### config.mk
export PLATFORM = sky130hd
export DESIGN_NAME = layer_field_gate
export DESIGN_NICKNAME = d
export VERILOG_FILES = /design/src/rtl/layer_field_gate.sv
export SDC_FILE = /design/constraint.sdc
export NUM_CORES = 1
export LEC_CHECK = 0
export BUFFER_PORTS_ARGS = -buffer_cell sky130_fd_sc_hd__buf_4
export CAP_MARGIN = 10
export CORE_AREA = 5 5 42 44
export DETAILED_ROUTE_END_ITERATION = 10
export DIE_AREA = 0 0 47 49
export MAX_ROUTING_LAYER = met4
export PLACE_DENSITY_LB_ADDON = 0.12
export REMOVE_ABC_BUFFERS = 1
export SETUP_SLACK_MARGIN = 0.5
export SYNTH_ARGS = -nofsm -noshare
export SYNTH_HDL_FRONTEND = slang
export SYNTH_SLANG_ARGS = --single-unit
### constraint.sdc
create_clock -name clk -period 1.4 [get_ports clk]
set_input_delay 0.14 -clock clk [delete_from_list [all_inputs] [get_ports clk]]
set_output_delay 0.14 -clock clk [all_outputs]
set_load 0.01 [all_outputs]
### src/rtl/layer_field_gate.sv
module layer_field_gate (
  input  logic clk,
  input  logic rst_n,
  input  logic cfg_load,
  input  logic cfg_start_field,
  input  logic cfg_buf_toggle,
  input  logic sw_enable,
  input  logic interlaced,
  input  logic odd_even,
  input  logic field_start,
  output logic layer_active,
  output logic buf_sel_b,
  output logic armed_wait
);

  logic cfg_start_q;
  logic cfg_tog_q;
  logic parity;
  logic start_ok;

  assign parity   = interlaced & odd_even;
  assign start_ok = cfg_start_q ^ parity;

  always_ff @(posedge clk) begin
    if (!rst_n) begin
      cfg_start_q <= 1'b1;
      cfg_tog_q   <= 1'b0;
    end else if (cfg_load) begin
      cfg_start_q <= cfg_start_field;
      cfg_tog_q   <= cfg_buf_toggle;
    end
  end

  always_ff @(posedge clk) begin
    if (!rst_n) begin
      layer_active <= 1'b0;
      buf_sel_b    <= 1'b0;
    end else if (field_start) begin
      buf_sel_b <= cfg_tog_q & ~parity;
      if (!sw_enable)
        layer_active <= 1'b0;
      else if (!layer_active && start_ok)
        layer_active <= 1'b1;
    end
  end

  assign armed_wait = sw_enable & ~layer_active;

endmodule

==> reports/metrics.yaml <==
synth_top_flop_cell: "dfxtp_1"
critPathBufInv: 1
clock_sinks: 4
setup_tns_ps: 0
diodes: 0
drt_iter0_markers: 1
grt_overflow: 0
rows: 14
grt_util_all_layers_pct: 4.48
yosysWarnings: 0
synth_commonest_cells: "dfxtp_1 (4), mux2i_1 (2), nand2_1 (2), nand2b_1 (2), nor2b_1 (2)"
grt_max_degree: 6
clock_latency_ps: 230
crit_chain: "nor2b_1 > buf_4"
combPwrFrac_pct: 15.5
netlist_instances: 17
die_x_um: 47
critPathLaunchType: "flip-flop"
clk_pin_slew_ps: 40
rsz0062_at_grt: "yes"
htreeDepth: 1
fmax_mhz: 1090
grt_pass1_wl_um: 634
ys_ff_latch: 4
fin_nets: 43
initial_core_util_pct: 12.1
dpl.hpwl_um: 352
switchingPower_mw: 0.0632
synth.avg_cell_area_um2: 9.94
viasPerCell: 3.65
ctsHoldBuffers: 0
fin_total_pwr_mw: 0.313
grt_pass1_vias: 160
setup_viol: 0
ir_drop_uv: 257
synth_top_area_cell: "dfxtp_1"
ys_types: 10
cts-root-buf: "clkbuf_4"
synth.area.top_cells: "dfxtp_1 (47%), mux2i_1 (12%), nand2b_1 (7.4%), nor2b_1 (7.4%), o311a_1 (5.9%)"
tightest_slew_ps: 169
fin_ws_ps: 486
antenna_found_initial: 0
wire_per_inst_um: 9.02
internal_power_mw: 0.250
io_buffers: 11
fp.dieH_um: 49
yosysTopAreaCellShare_pct: 47.4
power_density_nw_per_um2: 1030
seqPwrFrac_pct: 40.3
drtPass1Iterations: 2
period_needed_ps: 914
yosysMostFrequentCell: "dfxtp_1"
status: "complete, no violations"
p_leak_nw: 0.143
finalClockSkew_ps: 0.0311
cp_max_fo: 3
drive_above_1_share_pct: 53.1
route.detailed.drc: 0
dpl_cell_area_um2: 272
cpPeakStageDelay_ps: 320
slew_violations: 0
hold_violations: 0
yosysSeqAreaShare_pct: 47.4
worstSetupEndpointType: "output pin"
cts_tree: "done"
routed_wl_um: 433
async_reset_ff_share_pct: 0
cts_buffers: 3
cp.arrival_ps: 770
cpLargestDelayFamily: "flip-flops"
dieArea_um2: 2300
syn_area_um2: 169
min_path_type: "in2reg"
pwr-share-clk_pct: 44.3
clock_path_buffers: 2
critical_path_class: "reg2out"
core-area_um2: 1400
final_area_um2: 304
ant_nets: 0
swShare_pct: 20.2
required_ps: 1260
syn_to_final_growth_pct: 80.0
max_cap_viol_count: 0
routed-via-count: 175
ioPinCount: 12
synth_edf_count: 0
slowest_stage: "dfxtp_2"
place_worst_setup_slack_ps: 484
slew_headroom_pct: 88.7
post-route-period-util_pct: 65.3
place_congestion: 0.607
[layout make-up]
class	count	area [um2]
clock buffer	3	22.5
timing repair buffer	12	90.1
multi-input combinational	13	88.8
tap	16	20.0
sequential	4	82.6
fill	166	1100
[registers in the layout, indices dropped and copies added, names as in the netlist]
register,count
cfg_start_q,1
layer_active,1
cfg_tog_q,1
buf_sel_b,1
[placed cells by master, fill, tap and decap left out, drive strengths merged]
cell type | netlist | layout
o311a | 1 | 1
dfxtp | 4 | 4
buf | 0 | 12
a21boi | 1 | 1
nand3 | 1 | 1
nand2 | 2 | 2
mux2i | 2 | 2
clkbuf | 0 | 3
and3 | 1 | 1
nor3b | 1 | 1
nor2b | 2 | 2
nand2b | 2 | 2
[worst paths after layout]
kind / from / endpoint / slack [ps] / depth (start not counted)
worst max-delay path: layer_active / armed_wait / 490 / 2
worst min-delay path: rst_n / cfg_start_q / 90 / 2
worst max register to register: cfg_start_q / layer_active / 500 / 2
worst min register to register: buf_sel_b / buf_sel_b / 470 / 2
[worst register-to-register path: stages (launching register included)]
cell     delay (ps)
dfxtp_2         310
and3_1          160
o311a_1         310
[per-stage QoR]
step | hold slack [ps] | std cells | util (%)
global route | 111 | 48 | 21.7
floorplan | 202 | 17 | -
CTS | 91.1 | 48 | 21.7
detailed placement | 344 | 44 | 19.4
global placement | 339 | 44 | 19.4
finish | 92.6 | 48 | 21.7
[power by group through the flow]
stage / sequential [mW] / combinational [mW] / clock [mW]
2_1_floorplan: 0.127 / 0.0157 / 0
3_3_place_gp: 0.127 / 0.0464 / 0
3_5_place_dp: 0.127 / 0.0472 / 0
4_1_cts: 0.126 / 0.0496 / 0.147
5_1_grt: 0.127 / 0.0537 / 0.150
6_report: 0.126 / 0.0484 / 0.139
[layer usage]
layer	global-route usage (%)	vias up	part of all wire, %
li1	-	91	-
met1	5.07	74	45
met2	4.52	10	35
met3	2.58	0	19
met4	5.53	0	0
met5	-	-	0
[kinds of logic (layout without fill, tap and decap cells)]
group	after synthesis	after routing	synth area share [%]
mux	2	2	11.9
buf+inv	0	15	0
compound gates	2	2	10.4
flops	4	4	47.4
simple gates	9	9	30.4
[timing repair]
action                     in CTS  in global routing
setup endpoints to repair       2                  2
buffers inserted                1                  0
gates resized for setup         2                  0
No activity file was read; power rests on OpenSTA's default activity.
